File: src/rtl/nor_erase_pkg.sv
package nor_erase_pkg;

  typedef enum logic [1:0] {
    ST_IDLE    = 2'd0,
    ST_PREPROG = 2'd1,
    ST_VERIFY  = 2'd2,
    ST_ERASE   = 2'd3
  } opState_t;

  // strobes from control to datapath
  typedef struct packed {
    logic wrZero;     // write 0 to the word at idx
    logic wrOnes;     // write all ones to the word at idx
    logic opActive;   // erase running: reads return status
    logic clrToggle;  // erase starting: clear the toggle bit
  } dpCtl_t;

  localparam int CMD_LEN = 6;

  function automatic logic [11:0] expAddr(input logic [2:0] step);
    case (step)
      3'd1, 3'd4: expAddr = 12'h2AA;
      default:    expAddr = 12'h555;
    endcase
  endfunction

  function automatic logic [7:0] expData(input logic [2:0] step);
    case (step)
      3'd0, 3'd3: expData = 8'hAA;
      3'd1, 3'd4: expData = 8'h55;
      3'd2:       expData = 8'h80;
      default:    expData = 8'h10;
    endcase
  endfunction

endpackage

File: src/rtl/nor_erase_ctrl.sv
module nor_erase_ctrl
  import nor_erase_pkg::*;
#(
  parameter int ADDR_W = 12,
  parameter int DATA_W = 16,
  parameter int DEPTH  = 256,
  parameter int IDX_W  = $clog2(DEPTH)
) (
  input  logic              clk,
  input  logic              rstN,
  input  logic              wrEn,
  input  logic [ADDR_W-1:0] addr,
  input  logic [DATA_W-1:0] wrData,
  input  logic              verifyOk,
  output dpCtl_t            ctl,
  output logic [IDX_W-1:0]  idx
);

  localparam logic [IDX_W-1:0] LAST_IDX = IDX_W'(DEPTH - 1);
  localparam logic [2:0]       LAST_STEP = 3'(CMD_LEN - 1);

  opState_t         state;
  logic [2:0]       step;
  logic [IDX_W-1:0] ptr;
  logic             cmdMatch;
  logic             seqDone;

  assign cmdMatch = (addr == ADDR_W'(expAddr(step))) &&
                    (wrData == DATA_W'(expData(step)));
  assign seqDone  = (state == ST_IDLE) && wrEn && cmdMatch && (step == LAST_STEP);

  always_ff @(posedge clk or negedge rstN) begin
    if (!rstN) begin
      state <= ST_IDLE;
      step  <= '0;
      ptr   <= '0;
    end else begin
      case (state)
        ST_IDLE: begin
          if (wrEn) begin
            if (!cmdMatch) begin
              step <= '0;
            end else if (step == LAST_STEP) begin
              step  <= '0;
              ptr   <= '0;
              state <= ST_PREPROG;
            end else begin
              step <= step + 3'd1;
            end
          end
        end
        ST_PREPROG: begin
          if (ptr == LAST_IDX) begin
            ptr   <= '0;
            state <= ST_VERIFY;
          end else begin
            ptr <= ptr + 1'b1;
          end
        end
        ST_VERIFY: begin
          if (!verifyOk) begin
            state <= ST_PREPROG;   // rewrite the failing word and continue
          end else if (ptr == LAST_IDX) begin
            ptr   <= '0;
            state <= ST_ERASE;
          end else begin
            ptr <= ptr + 1'b1;
          end
        end
        default: begin
          if (ptr == LAST_IDX) begin
            ptr   <= '0;
            step  <= '0;
            state <= ST_IDLE;
          end else begin
            ptr <= ptr + 1'b1;
          end
        end
      endcase
    end
  end

  always_comb begin
    ctl.wrZero    = (state == ST_PREPROG);
    ctl.wrOnes    = (state == ST_ERASE);
    ctl.opActive  = (state != ST_IDLE);
    ctl.clrToggle = seqDone;
    idx           = ptr;
  end

  // the zero-fill phase is entered only from a completed sequence
  a_r2_start_after_full_seq: assert property (@(posedge clk) disable iff (!rstN)
    (state == ST_PREPROG && $past(state) == ST_IDLE) |-> ($past(step) == LAST_STEP && $past(wrEn)));

  // verify is reached only from the zero-fill phase
  a_r4_verify_after_preprog: assert property (@(posedge clk) disable iff (!rstN)
    (state == ST_VERIFY && $past(state) != ST_VERIFY) |-> ($past(state) == ST_PREPROG));

  // the erase pass starts only after verify has finished
  a_r4_erase_after_verify: assert property (@(posedge clk) disable iff (!rstN)
    (state == ST_ERASE && $past(state) != ST_ERASE) |-> ($past(state) == ST_VERIFY));

  // the erase pass walks one word per edge
  a_r5_erase_walk: assert property (@(posedge clk) disable iff (!rstN)
    (state == ST_ERASE && $past(state) == ST_ERASE) |-> (ptr == IDX_W'($past(ptr) + 1'b1)));

  // the last erase word returns to read mode with a fresh decoder
  a_r7_done_clean: assert property (@(posedge clk) disable iff (!rstN)
    (state == ST_ERASE && ptr == LAST_IDX) |=> (state == ST_IDLE && step == 3'd0));

endmodule

File: src/rtl/nor_array_dp.sv
module nor_array_dp
  import nor_erase_pkg::*;
#(
  parameter int DATA_W = 16,
  parameter int DEPTH  = 256,
  parameter int IDX_W  = $clog2(DEPTH)
) (
  input  logic              clk,
  input  logic              rstN,
  input  dpCtl_t            ctl,
  input  logic [IDX_W-1:0]  idx,
  input  logic              rdEn,
  input  logic [IDX_W-1:0]  rdIdx,
  output logic              verifyOk,
  output logic [DATA_W-1:0] rdData
);

  localparam int POLL_BIT = 7;
  localparam int TGL_HI   = 6;
  localparam int TGL_LO   = 2;

  logic [DATA_W-1:0] mem [DEPTH];
  logic              toggle;
  logic [DATA_W-1:0] statusWord;

  // array contents survive reset, like a nonvolatile store
  always_ff @(posedge clk) begin
    if (ctl.wrZero) begin
      mem[idx] <= '0;
    end else if (ctl.wrOnes) begin
      mem[idx] <= '1;
    end
  end

  assign verifyOk = (mem[idx] == '0);

  always_comb begin
    statusWord           = '0;
    statusWord[POLL_BIT] = 1'b0;
    statusWord[TGL_HI]   = toggle;
    statusWord[TGL_LO]   = toggle;
  end

  always_ff @(posedge clk or negedge rstN) begin
    if (!rstN) begin
      rdData <= '0;
      toggle <= 1'b0;
    end else begin
      if (rdEn) begin
        rdData <= ctl.opActive ? statusWord : mem[rdIdx];
      end
      if (ctl.clrToggle) begin
        toggle <= 1'b0;
      end else if (rdEn && ctl.opActive) begin
        toggle <= ~toggle;
      end
    end
  end

  // status words keep bit 7 low and bits 6 and 2 in step
  a_r6_status_format: assert property (@(posedge clk) disable iff (!rstN)
    (ctl.opActive && rdEn) |=> (rdData[POLL_BIT] == 1'b0 && rdData[TGL_HI] == rdData[TGL_LO]));

  // back-to-back status reads alternate the toggle bits
  a_r6_toggle_flips: assert property (@(posedge clk) disable iff (!rstN)
    (ctl.opActive && rdEn && $past(ctl.opActive && rdEn)) |=> (rdData[TGL_HI] != $past(rdData[TGL_HI])));

endmodule

File: src/rtl/nor_erase_top.sv
module nor_erase_top
  import nor_erase_pkg::*;
#(
  parameter int ADDR_W = 12,
  parameter int DATA_W = 16,
  parameter int DEPTH  = 256
) (
  input  logic              clk,
  input  logic              rstN,
  input  logic              wrEn,
  input  logic              rdEn,
  input  logic [ADDR_W-1:0] addr,
  input  logic [DATA_W-1:0] wrData,
  output logic [DATA_W-1:0] rdData
);

  localparam int IDX_W = $clog2(DEPTH);

  dpCtl_t           ctl;
  logic [IDX_W-1:0] idx;
  logic             verifyOk;

  nor_erase_ctrl #(
    .ADDR_W(ADDR_W), .DATA_W(DATA_W), .DEPTH(DEPTH), .IDX_W(IDX_W)
  ) u_ctrl (
    .clk(clk), .rstN(rstN), .wrEn(wrEn), .addr(addr), .wrData(wrData),
    .verifyOk(verifyOk), .ctl(ctl), .idx(idx)
  );

  nor_array_dp #(
    .DATA_W(DATA_W), .DEPTH(DEPTH), .IDX_W(IDX_W)
  ) u_dp (
    .clk(clk), .rstN(rstN), .ctl(ctl), .idx(idx), .rdEn(rdEn),
    .rdIdx(addr[IDX_W-1:0]), .verifyOk(verifyOk), .rdData(rdData)
  );

endmodule

File: config.mk
export PLATFORM = sky130hd
export DESIGN_NAME = nor_erase_top
export DESIGN_NICKNAME = d
export VERILOG_FILES = /design/src/rtl/nor_erase_pkg.sv /design/src/rtl/nor_erase_ctrl.sv /design/src/rtl/nor_array_dp.sv /design/src/rtl/nor_erase_top.sv
export SDC_FILE = /design/constraint.sdc
export NUM_CORES = 1
export LEC_CHECK = 0
export ABC_AREA = 1
export BUFFER_PORTS_ARGS = -buffer_cell sky130_fd_sc_hd__buf_2
export CORE_MARGIN = 2
export CORE_UTILIZATION = 43
export CTS_BUF_LIST = sky130_fd_sc_hd__clkbuf_8
export DETAILED_ROUTE_END_ITERATION = 10
export RECOVER_POWER = 50
export SYNTH_ARGS = -nofsm -noshare
export SYNTH_HDL_FRONTEND = slang
export SYNTH_HIERARCHICAL = 1
export SYNTH_SLANG_ARGS = --single-unit
File: constraint.sdc
create_clock -name clk -period 10.1 [get_ports clk]
set_clock_uncertainty 0.1 [all_clocks]
set_input_delay 0.505 -clock clk [delete_from_list [all_inputs] [get_ports clk]]
set_output_delay 0.505 -clock clk [all_outputs]
set_load 0.1 [all_outputs]
==> flow_metrics.py <==
metrics = {
    "outcome": {
        "status": "complete, but fails checks",
        "violations": "max-capacitance violations, max-slew violations",
    },
    "worst_setup_path": {
        "startpoint": "u_ctrl/idx[0]",
        "arrival_ns": 5.63,
        "r2r_start": "u_ctrl/idx[0]",
        "path_cells": "inv_1, nand2_1, clkbuf_1, o22ai_1, o21ai_0, nand4_1, nand2_1, nand2_1, nand2_1, nand2_1, nor2_1, nand2_1, nand2_1, nor3b_1, o21ai_0, inv_1, nand2_2, nand2_1, nand2_1",
        "critPathMaxStageDelay_ns": 1.79,
        "cp_slowest_cell": "clkbuf_1",
        "crit_type": "reg2reg",
        "cp.required_ns": 10.46,
        "critPathCaptureType": "flip-flop",
        "worst_setup_path_start_kind": "flip-flop",
        "crit_fanout": 42,
        "path_common_cell": "nand2_1",
    },
    "power": {
        "vdd_drop_max_v": 0.000103,
        "power_switching_uw": 628,
        "internal_power_uw": 1710,
        "clkPwrFrac_pct": 39.3,
        "p_leak_uw": 0.00553,
        "power.density_cell_area_mw_per_mm2": 148,
        "p_seq_share_pct": 52.1,
        "comb_power_share_pct": 8.6,
        "swShare_pct": 26.9,
    },
    "yosys": {
        "ys.flop_type": "edfxtp_1",
        "synth_nets": 1801,
        "synth_cell_types": 31,
        "synth_top_area_share_pct": 51.9,
        "synth_edf_count": 256,
        "ys_seq_elements": 272,
        "yosysWarnings": 6,
        "synth_area_mm2": 0.0148,
        "avgSynthCellArea_um2": 8.39,
        "syn_inst": 1763,
        "async_reset_ff_share_pct": 5.88,
        "yosysSeqAreaShare_pct": 54.7,
        "synth_area_leaders": "edfxtp_1, nand2_1, nand3_1, nor2_1, o22ai_1",
        "synthTopCellsByCount": "nand2_1, nor2_1, nand3_1",
        "yosysMostFrequentCell": "nand2_1",
        "synth_top_area_cell": "edfxtp_1",
    },
    "clock_network": {
        "cts.path.max_buffers": 3,
        "cts_max_level": 2,
        "cts_root_buf": "clkbuf_8",
        "cts_setup_buffers": 0,
        "clock_sinks": 272,
        "clk_pin_slew_ns": 0.06,
        "cts_tree": "done",
        "clk_latency_ns": 0.59,
        "cts_buffers": 48,
    },
    "route": {
        "viasPerCell": 5.95,
        "wl_um": 48400,
        "wl_per_cell_um": 21.7,
        "drtIter0Drc": 1724,
        "num_vias": 13248,
        "drc": 0,
        "dr.pass1.iters": 6,
        "ant_nets": 0,
    },
    "placed_design": {
        "routabilityCongestion": 0.848,
        "port-buffer-count": 47,
        "dp_hpwl_um": 26300,
    },
    "timing": {
        "final.setup.tns_ns": 0,
        "rsz0062_at_grt": "no",
        "final_max_slew_viol_count": 152,
        "timing.final.crit_period_ns": 5.27,
        "slew_headroom_pct": -167,
        "hold_violations": 0,
        "setup_viol": 0,
        "period_share_pct": 52.2,
        "fmax_ghz": 0.190,
        "tightest_slew_ns": 4.01,
    },
    "floorplanning": {
        "die-height_um": 190,
        "io_pins": 48,
        "dieArea_mm2": 0.0359,
        "start_util_pct": 43.9,
        "rows": 67,
        "coreArea_mm2": 0.0337,
        "dieWidth_um": 190,
    },
    "min_path": {
        "hp-class": "in2reg",
        "hp-start": "rdEn",
    },
    "finish": {
        "synthToLayoutAreaGrowth_pct": 7.02,
        "fillers": 3322,
        "final_nets": 1779,
        "diodes": 0,
        "drive_gt1_share_pct": 6.52,
        "fin_util_pct": 47.0,
    },
    "global_routing": {
        "grt_pass1_wl_um": 72500,
        "antenna_found_initial": 0,
        "grt_pass1_vias": 12451,
        "overflow": 0,
        "grt_max_degree": 126,
        "gr-usage-all-layers_pct": 26.5,
    },
    "flow_run": {
        "max-cap-violations": 3,
    },
}
-- worst paths after layout --
path                            slack, ns  cells past startpoint         endpoint
max in group asynchronous            8.85                      2    u_ctrl/idx[5]
worst min register to register       0.44                      2   u_ctrl/step[2]
worst max register to register       4.83                     19  u_ctrl/state[0]
worst max-delay path                 4.83                     19  u_ctrl/state[0]
worst min-delay path                 0.14                      4   u_dp/rdData[1]
min in group asynchronous            0.49                      2  u_ctrl/state[0]
-- what timing repair did --
action                                  CTS  global route
hold buffers                              1             0
endpoints found under the setup margin    0             0
gates resized for setup                   0             0
hold endpoints to repair                 16             0
-- state kept, by name, indices dropped and copies added, names as in the netlist --
name,count
u_ctrl/idx,8
u_ctrl/state,2
u_ctrl/step,3
u_dp/mem,256
u_dp/rdData,2
u_dp/toggle,1
-- layer usage --
metal,track usage (%),part of all wire [%]
met5,0,0
met4,9.81,3.7
met3,3.76,9.9
met2,44.4,47
met1,35.0,40
-- worst max-delay path: cells and delay by family (launching register included) --
kind,cells,cell delay (ns)
simple gates,13,2.04
flops,1,0.46
buf+inv,3,1.99
compound gates,3,0.57
-- through the flow --
stage / hold WS (ns) / cells / power (uW) / worst slack [ns] / cell area (um2)
finish: 0.140 / 2227 / 2340 / 4.83 / 15800
global route: 0.179 / 2227 / 2410 / 4.43 / 15800
CTS: 0.117 / 2227 / 2360 / 6.37 / 15900
detailed placement: 0.346 / 2138 / 1440 / 6.36 / 15000
global placement: 0.342 / 2138 / 1440 / 6.46 / 15000
floorplan: 0.109 / 1763 / 1400 / 2.02 / 14800
-- layout make-up --
| type | count | area, um2 | area share [%] |
|---|---|---|---|
| sequential | 272 | 8090 | 51.1 |
| multi-input combinational | 1279 | 5720 | 36.1 |
| clock buffer | 49 | 674 | 4.26 |
| tap | 448 | 561 | 3.54 |
| timing repair buffer | 63 | 327 | 2.06 |
| inverter | 77 | 292 | 1.84 |
| clock inverter | 39 | 174 | 1.10 |
-- kinds of logic after synthesis --
logic type | share of synthesized area, %
AND/OR/NAND/NOR | 30.3
flip-flops | 54.7
buffers and inverters | 6.66
AO/OA/AOI/OAI | 7.80
adder cells (fa/ha/maj) | 0.507
XOR/XNOR | 0.118
-- power by group through the flow --
stage          Combinational [uW]  Clock (uW)  Sequential, uW
4_1_cts                       200         937            1220
6_report                      201         918            1220
5_1_grt                       214         982            1220
3_5_place_dp                  200           0            1240
2_1_floorplan                 154           0            1250
3_3_place_gp                  198           0            1240
-- cells in the final DEF, fill, tap and decap left out, drive strengths merged, types with 3 or more instances in the layout --
master and count:
clkinv 19, nor3b 4, nand3 266, edfxtp 256, clkbuf 70, o22ai 124, nor3 7, nand4 14
nor2 337, o21ai 68, dfrtp 16, inv 96, buf 41, nand2 440, ha 6, nand3b 3
No activity file was read; power rests on OpenSTA's default activity.
